--- src/rtl/rdiv_pkg.sv ---
package rdiv_pkg;
    typedef enum logic [1:0] {
        ST_IDLE   = 2'd0,
        ST_TRIAL  = 2'd1,
        ST_SETTLE = 2'd2,
        ST_FINISH = 2'd3
    } rdiv_state_e;
endpackage

--- src/rtl/rdiv_ctrl.sv ---
module rdiv_ctrl
    import rdiv_pkg::*;
#(
    parameter int W = 8
) (
    input  logic clk,
    input  logic rst_n,
    input  logic start,
    input  logic dvs_zero,
    output logic load,
    output logic load_zero,
    output logic do_trial,
    output logic do_settle,
    output logic busy,
    output logic done,
    output logic div_err
);
    localparam int ITERS = W + 1;
    localparam int CW    = $clog2(ITERS + 1);

    rdiv_state_e     state, nxt;
    logic [CW-1:0]   iter_left;

    // state register
    always_ff @(posedge clk or negedge rst_n) begin
        if (!rst_n) state <= ST_IDLE;
        else        state <= nxt;
    end

    // iteration counter and error flag
    always_ff @(posedge clk or negedge rst_n) begin
        if (!rst_n) begin
            iter_left <= '0;
            div_err   <= 1'b0;
        end else if (state == ST_IDLE && start) begin
            iter_left <= CW'(ITERS);
            div_err   <= dvs_zero;
        end else if (state == ST_SETTLE) begin
            iter_left <= iter_left - CW'(1);
        end
    end

    // next-state logic
    always_comb begin
        nxt = state;
        unique case (state)
            ST_IDLE:   if (start) nxt = dvs_zero ? ST_FINISH : ST_TRIAL;
            ST_TRIAL:  nxt = ST_SETTLE;
            ST_SETTLE: nxt = (iter_left == CW'(1)) ? ST_FINISH : ST_TRIAL;
            ST_FINISH: nxt = ST_IDLE;
            default:   nxt = ST_IDLE;
        endcase
    end

    // outputs
    always_comb begin
        load      = 1'b0;
        load_zero = 1'b0;
        do_trial  = 1'b0;
        do_settle = 1'b0;
        busy      = 1'b0;
        done      = 1'b0;
        unique case (state)
            ST_IDLE: begin
                load      = start && !dvs_zero;
                load_zero = start &&  dvs_zero;
            end
            ST_TRIAL: begin
                busy     = 1'b1;
                do_trial = 1'b1;
            end
            ST_SETTLE: begin
                busy      = 1'b1;
                do_settle = 1'b1;
            end
            ST_FINISH: done = 1'b1;
            default: ;
        endcase
    end
endmodule

--- src/rtl/rdiv_datapath.sv ---
module rdiv_datapath #(
    parameter int W = 8
) (
    input  logic         clk,
    input  logic         rst_n,
    input  logic         load,
    input  logic         load_zero,
    input  logic         do_trial,
    input  logic         do_settle,
    input  logic [W-1:0] dividend,
    input  logic [W-1:0] divisor,
    output logic         dvs_zero,
    output logic [W-1:0] quo,
    output logic [W-1:0] rem
);
    localparam int DW = 2 * W;

    logic [DW-1:0] acc;       // partial remainder
    logic [DW-1:0] dvs;       // aligned divisor
    logic          neg;       // last trial went below zero
    logic [DW:0]   diff;

    assign dvs_zero = (divisor == '0);
    assign diff     = {1'b0, acc} - {1'b0, dvs};
    assign rem      = acc[W-1:0];

    always_ff @(posedge clk or negedge rst_n) begin
        if (!rst_n) begin
            acc <= '0;
            dvs <= '0;
            quo <= '0;
            neg <= 1'b0;
        end else if (load) begin
            acc <= {{W{1'b0}}, dividend};
            dvs <= {divisor, {W{1'b0}}};
            quo <= '0;
            neg <= 1'b0;
        end else if (load_zero) begin
            acc <= {{W{1'b0}}, dividend};
            quo <= '1;
        end else if (do_trial) begin
            acc <= diff[DW-1:0];
            neg <= diff[DW];
        end else if (do_settle) begin
            if (neg) acc <= acc + dvs;
            quo <= {quo[W-2:0], ~neg};
            dvs <= dvs >> 1;
        end
    end
endmodule

--- src/rtl/rdiv_shift_divisor.sv ---
module rdiv_shift_divisor #(
    parameter int W = 8
) (
    input  logic         clk,
    input  logic         rst_n,
    input  logic         start,
    input  logic [W-1:0] dividend,
    input  logic [W-1:0] divisor,
    output logic         busy,
    output logic         done,
    output logic         div_err,
    output logic [W-1:0] quotient,
    output logic [W-1:0] remainder
);
    logic load, load_zero, do_trial, do_settle, dvs_zero;

    rdiv_ctrl #(.W(W)) u_ctrl (
        .clk       (clk),
        .rst_n     (rst_n),
        .start     (start),
        .dvs_zero  (dvs_zero),
        .load      (load),
        .load_zero (load_zero),
        .do_trial  (do_trial),
        .do_settle (do_settle),
        .busy      (busy),
        .done      (done),
        .div_err   (div_err)
    );

    rdiv_datapath #(.W(W)) u_dp (
        .clk       (clk),
        .rst_n     (rst_n),
        .load      (load),
        .load_zero (load_zero),
        .do_trial  (do_trial),
        .do_settle (do_settle),
        .dividend  (dividend),
        .divisor   (divisor),
        .dvs_zero  (dvs_zero),
        .quo       (quotient),
        .rem       (remainder)
    );
endmodule

--- config.mk ---
export PLATFORM = sky130hd
export DESIGN_NAME = rdiv_shift_divisor
export DESIGN_NICKNAME = d
export VERILOG_FILES = /design/src/rtl/rdiv_pkg.sv /design/src/rtl/rdiv_ctrl.sv /design/src/rtl/rdiv_datapath.sv /design/src/rtl/rdiv_shift_divisor.sv
export SDC_FILE = /design/constraint.sdc
export NUM_CORES = 1
export LEC_CHECK = 0
export BUFFER_PORTS_ARGS = -buffer_cell sky130_fd_sc_hd__buf_2
export CORE_UTILIZATION = 35
export CTS_BUF_LIST = sky130_fd_sc_hd__clkbuf_4
export DETAILED_ROUTE_END_ITERATION = 8
export GPL_TIMING_DRIVEN = 1
export SLEW_MARGIN = 20
export SYNTH_ARGS = -nofsm -noshare
export SYNTH_HDL_FRONTEND = slang
export SYNTH_SLANG_ARGS = --single-unit
--- constraint.sdc ---
create_clock -name clk -period 2.8 [get_ports clk]
set_input_delay 0.14 -clock clk [delete_from_list [all_inputs] [get_ports clk]]
set_output_delay 0.14 -clock clk [all_outputs]
set_load 0.05 [all_outputs]
* Yosys cells after proc, flatten, opt, wreduce, memory -nomap -nowiden
Index checks and enable logic that the tools add are counted.
Cells by class: equal/unequal tests 8, multiplexer cells 28, add/subtract/negate cells 3, reduce and logical (&&, ||, !) cells 17, bitwise gates (word level) 1
Operator list (number):
- 16-bit 2-to-1 mux | 9
- 8-bit 2-to-1 mux | 4
- 16-bit by 16-bit subtractor with 17-bit output | 1
- 16-bit adder | 1
- 1-bit 2-to-1 mux | 9
- 8-bit logical NOT | 1
- 4-bit 2-to-1 mux | 2
- 2-bit case mux with 4 select lines | 1
- 4-bit nonzero test | 2
- 2-bit 2-to-1 mux | 3
- 2-bit != test (second input constant) | 3
- 2-bit AND reduction | 3
- 2-bit nonzero test | 3
- 2-bit equality test (second input constant) | 2
- 4-bit by 1-bit equality test with 1-bit output (second input constant) | 1
- 4-bit by 1-bit subtractor with 4-bit output (second input constant) | 1
- 1-bit logical AND | 3
- 3-bit != test (second input constant) | 1
- 3-bit AND reduction | 1
- 3-bit nonzero test | 1
- 2-bit by 1-bit equality test with 1-bit output (second input constant) | 1
- 2-bit logical NOT | 1
- 2-bit OR reduction | 1
- 1-bit logical NOT | 1
- 1-bit inverter | 1
Word-level totals: register bits 48, output and inout port bits 19, bits of input ports 19, word-level logic and storage cells 64

* Longest topological paths before layout
depth in word-level cells 6, gate-level depth with buffers 10, depth with buffers taken out 9

* Modules after synthesis
From an unflattened synthesis, not the netlist that was laid out.
Unflattened totals: cells, all modules 458, area, all modules 3834.9 um2
Modules (own cells, without submodules):
- rdiv_datapath | instances 1, cells each 416, area an instance 3392.0 um2, sequential area each 1026.0 um2
- rdiv_ctrl | instances 1, cells each 42, area an instance 442.9 um2, sequential area each 175.2 um2

* Worst setup path before layout
OpenSTA, ideal clock, no wires.
path kind register to register, start point register u_dp.acc[0], end point register u_dp.acc[12], stages on the path, launching flop included 10, slack 459 ps, library setup time 82 ps, required time 2718 ps, path buffers 0, arrival 2259 ps, clock period less this slack 2341 ps, cell sequence dfrtp_1 inv_1 ha_1 fa_1 and2b_1 o2111a_2 nor3_2 o32a_1 or3_1 a31oi_1
On the way: cells in the longest elaborated chain, start to end 6, elaborated cells on any way between the ends 7, classes of those cells add/sub: 2; mux: 5
RTL lines:
- from (decl) | line rdiv_datapath.sv:18 | logic [DW-1:0] acc;
- from (signal assigned) | line rdiv_datapath.sv:34 | acc <= {{W{1'b0}}, dividend};
- from (signal assigned) | line rdiv_datapath.sv:39 | acc <= {{W{1'b0}}, dividend};
- from (signal assigned) | line rdiv_datapath.sv:42 | acc <= diff[DW-1:0];
- 16-bit adder | line rdiv_datapath.sv:45 | if (neg) acc <= acc + dvs;
- 16-bit 2-to-1 mux | line rdiv_datapath.sv:45
- 16-bit 2-to-1 mux | line rdiv_datapath.sv:44 | end else if (do_settle) begin
- 16-bit 2-to-1 mux (*) | line rdiv_datapath.sv:41 | end else if (do_trial) begin
- 16-bit 2-to-1 mux (*) | line rdiv_datapath.sv:38 | end else if (load_zero) begin
- 16-bit 2-to-1 mux (*) | line rdiv_datapath.sv:33 | end else if (load) begin
Mark *: on every way between the ends. The rest lies on a longest branch, timed or not. The select of a mux whose other input is x is not followed. A chain may end at the register's enable or synchronous reset.

* Final worst setup path
Ends and elaborated chain as after synthesis.

==> flow_summary.json <==
{
  "clock_sinks": 48,
  "path_class": "reg -> reg",
  "yosysWarnings": 0,
  "fin_crit_sh": 0.905,
  "syn_area_sq_um": 3950,
  "critPathBufInv": 1,
  "slew_headroom": 0.591,
  "htree_levels": 2,
  "crit_required_ns": 3.12,
  "postSynthAreaPerCell_sq_um": 8.24,
  "start_util": 0.361,
  "rsz0062_at_grt": "no",
  "num_antenna_cells": 0,
  "worst_path_max_delay_cell": "dfrtp_1",
  "area_delta_synth_final_pct": 12.5,
  "cp-end-kind": "flip-flop",
  "ctsRootBufferMaster": "clkbuf_4",
  "multi_input_area_sq_um": 2460,
  "setup_viol_count_final": 0,
  "hold_viol": 0,
  "layout_common_cells": "48 x o21ai_0, 48 x dfrtp_1, 43 x nand2_1",
  "synth_fp_nets": 539,
  "viasPerCell": 5.58,
  "die_h_um": 108,
  "die_area_sq_um": 11700,
  "path_max_fanout": 4,
  "synth_cell_types": 69,
  "ff_latch_area_sq_um": 1200,
  "final.fill_count": 1120,
  "drc_errors": 0,
  "skew_ns": 0.00721,
  "first_global_vias": 3532,
  "status": "completed",
  "startpoint_type": "flip-flop",
  "hpwl_mm": 7.79,
  "first_pass_iters": 5,
  "routed_wl_mm": 10.7,
  "grt_max_degree": 33,
  "synth-seq-area-share": 0.304,
  "min_path_type": "in -> reg",
  "synth_area_leaders": "dfrtp_1 30%, ha_1 12%, o21ai_0 6.2%, a21oi_1 4.3%, nand2_1 4.1%",
  "layout_setup_ws_ns": 0.265,
  "synthArstFlopShare": 1.00,
  "synth_top_area_share": 0.304,
  "io-pin-count": 38,
  "routedWlPerCell_um": 16.4,
  "worst_skew_pair.late_latency_ns": 0.38,
  "core-area_sq_um": 10900,
  "holdCritStartpoint": "divisor[0]",
  "synth_cells": 479,
  "cts_setup_buffers": 0,
  "tns_ns": 0,
  "grt_usage": 0.194,
  "crit_chain": "inv_1, ha_1, fa_1, and2b_1, o2111a_2, nor3_2, o32a_1, or3_1, a31oi_1",
  "worstPathArrival_ns": 2.85,
  "drive_above_1_share": 0.145,
  "worstReg2RegStart": "u_dp.acc[0]$_DFFE_PN0P_",
  "grt_antenna_before_repair": 0,
  "vias": 3628,
  "critPathTopFamily": "compound AO/OA/AOI/OAI gates",
  "max_stage_delay_ns": 0.41,
  "grt_pass1_wl_mm": 17.8,
  "cts_tree": "done",
  "ys.flop_type": "dfrtp_1",
  "globalplace.congestion": 0.894,
  "ant_nets": 0,
  "startpoint": "u_dp.acc[0]$_DFFE_PN0P_",
  "maxUsedRoutingLayer": "met4",
  "fin_crit_ns": 2.54,
  "slew_viol_final": 0,
  "worstMarginPinSlew_ns": 0.612,
  "synth_edf_count": 0,
  "wl_met2_mm": 4.98,
  "maxCapViolations": 0,
  "yosys_register_bits": 48,
  "cts_buffers": 5,
  "grt_overflow": 0,
  "fmax_mhz": 394,
  "pre_cts_ws_ns": 0.294,
  "clkSlewWorstSetupHoldPaths_ns": 0.14,
  "ctsLongestPathBuffers": 2,
  "drt_iter0_drc": 242,
  "port-buffer-count": 37,
  "wl_met3_um": 482,
  "die_w_um": 108,
  "synth_top_area_cell": "dfrtp_1",
  "nets": 570,
  "wl_met1_mm": 4.95,
  "rows": 38
}
-- metrics by stage --
stage / area [sq um] / hold WS [ns] / utilization / std cells
floorplan: 3950 / -0.156 / - / 479
global placement: 4200 / 0.172 / 0.384 / 629
detailed placement: 4200 / 0.178 / 0.384 / 629
CTS: 4440 / 0.00744 / 0.406 / 650
global route: 4440 / 0.00349 / 0.406 / 650
finish: 4440 / 0.0293 / 0.406 / 650
-- cells in the mapped netlist (3+ instances only) --
cell	number
buf_2	6
xnor2_1	7
clkbuf_1	20
inv_1	28
and3_1	4
dfrtp_1	48
nand3_1	19
and2_1	3
o21ai_0	49
o2111ai_1	3
a31oi_1	11
a211oi_1	8
nor2b_1	8
nor3_1	9
or3_1	5
o211ai_1	6
buf_4	10
a21o_1	11
nor4_1	5
o21a_1	4
nand2b_1	3
o21bai_1	4
nand2_1	43
ha_1	39
nor2_1	33
a21oi_1	34
nand4_1	3
o31ai_1	5
-- layout make-up --
| cell class | count | share of cell area |
|---|---|---|
| flip-flops and latches | 48 | 0.270 |
| inverters | 29 | 0.0245 |
| well taps | 140 | 0.0394 |
| clock buffers | 5 | 0.00845 |
| multi-input cells | 365 | 0.553 |
| repair buffers | 61 | 0.0902 |
| clock inverters | 2 | 0.0135 |
-- final timing paths --
path,endpoint,slack [ns],depth (start not counted)
worst min register to register,u_ctrl.div_err$_DFFE_PN0P_,0.50,1
worst min-delay path,u_dp.dvs[8]$_DFFE_PN0P_,0.03,3
max in group asynchronous,u_dp.dvs[10]$_DFFE_PN0P_,1.79,3
worst max register to register,u_dp.acc[12]$_DFFE_PN0P_,0.26,9
min in group asynchronous,u_ctrl.iter_left[0]$_DFFE_PN0P_,0.27,2
worst max-delay path,u_dp.acc[12]$_DFFE_PN0P_,0.26,9
-- worst min-delay path: cells and delay by family --
kind	cells	cell delay [ns]
and+or+nand+nor	1	0.06
AOI/OAI and AO/OA	1	0.08
buffers and inverters	1	0.11
-- per-layer routing --
| layer | vias to the layer above | track usage |
|---|---|---|
| li1 | 1764 | - |
| met1 | 1740 | 0.261 |
| met2 | 108 | 0.313 |
| met3 | 16 | 0.0301 |
| met4 | 0 | 0.0763 |
| met5 | - | 0 |
-- sequential cells by signal, indices dropped and copies added, names as in the netlist --
signal	cells
u_dp.neg	1
u_dp.quo	8
u_ctrl.iter_left	4
u_dp.acc	16
u_ctrl.state	2
u_ctrl.div_err	1
u_dp.dvs	16
-- cell families (layout without fill, tap and decap cells) --
family,after synthesis,after routing,share of synthesized area
AO/OA/AOI/OAI,158,158,0.263
AND/OR/NAND/NOR,156,156,0.202
buffers and inverters,66,97,0.0742
flip-flops,48,48,0.304
adder cells (fa/ha/maj),41,41,0.134
XOR/XNOR,8,8,0.0178
multiplexers,2,2,0.00539
-- repair_timing --
| action | 4_1_cts | 5_1_grt |
|---|---|---|
| hold buffers | 14 | 0 |
| gates resized for setup | 0 | 0 |
| hold endpoints to repair | 37 | 0 |
Power is not shown: default switching activity piles up to over one toggle a cycle in this logic, so the estimate is an artifact.
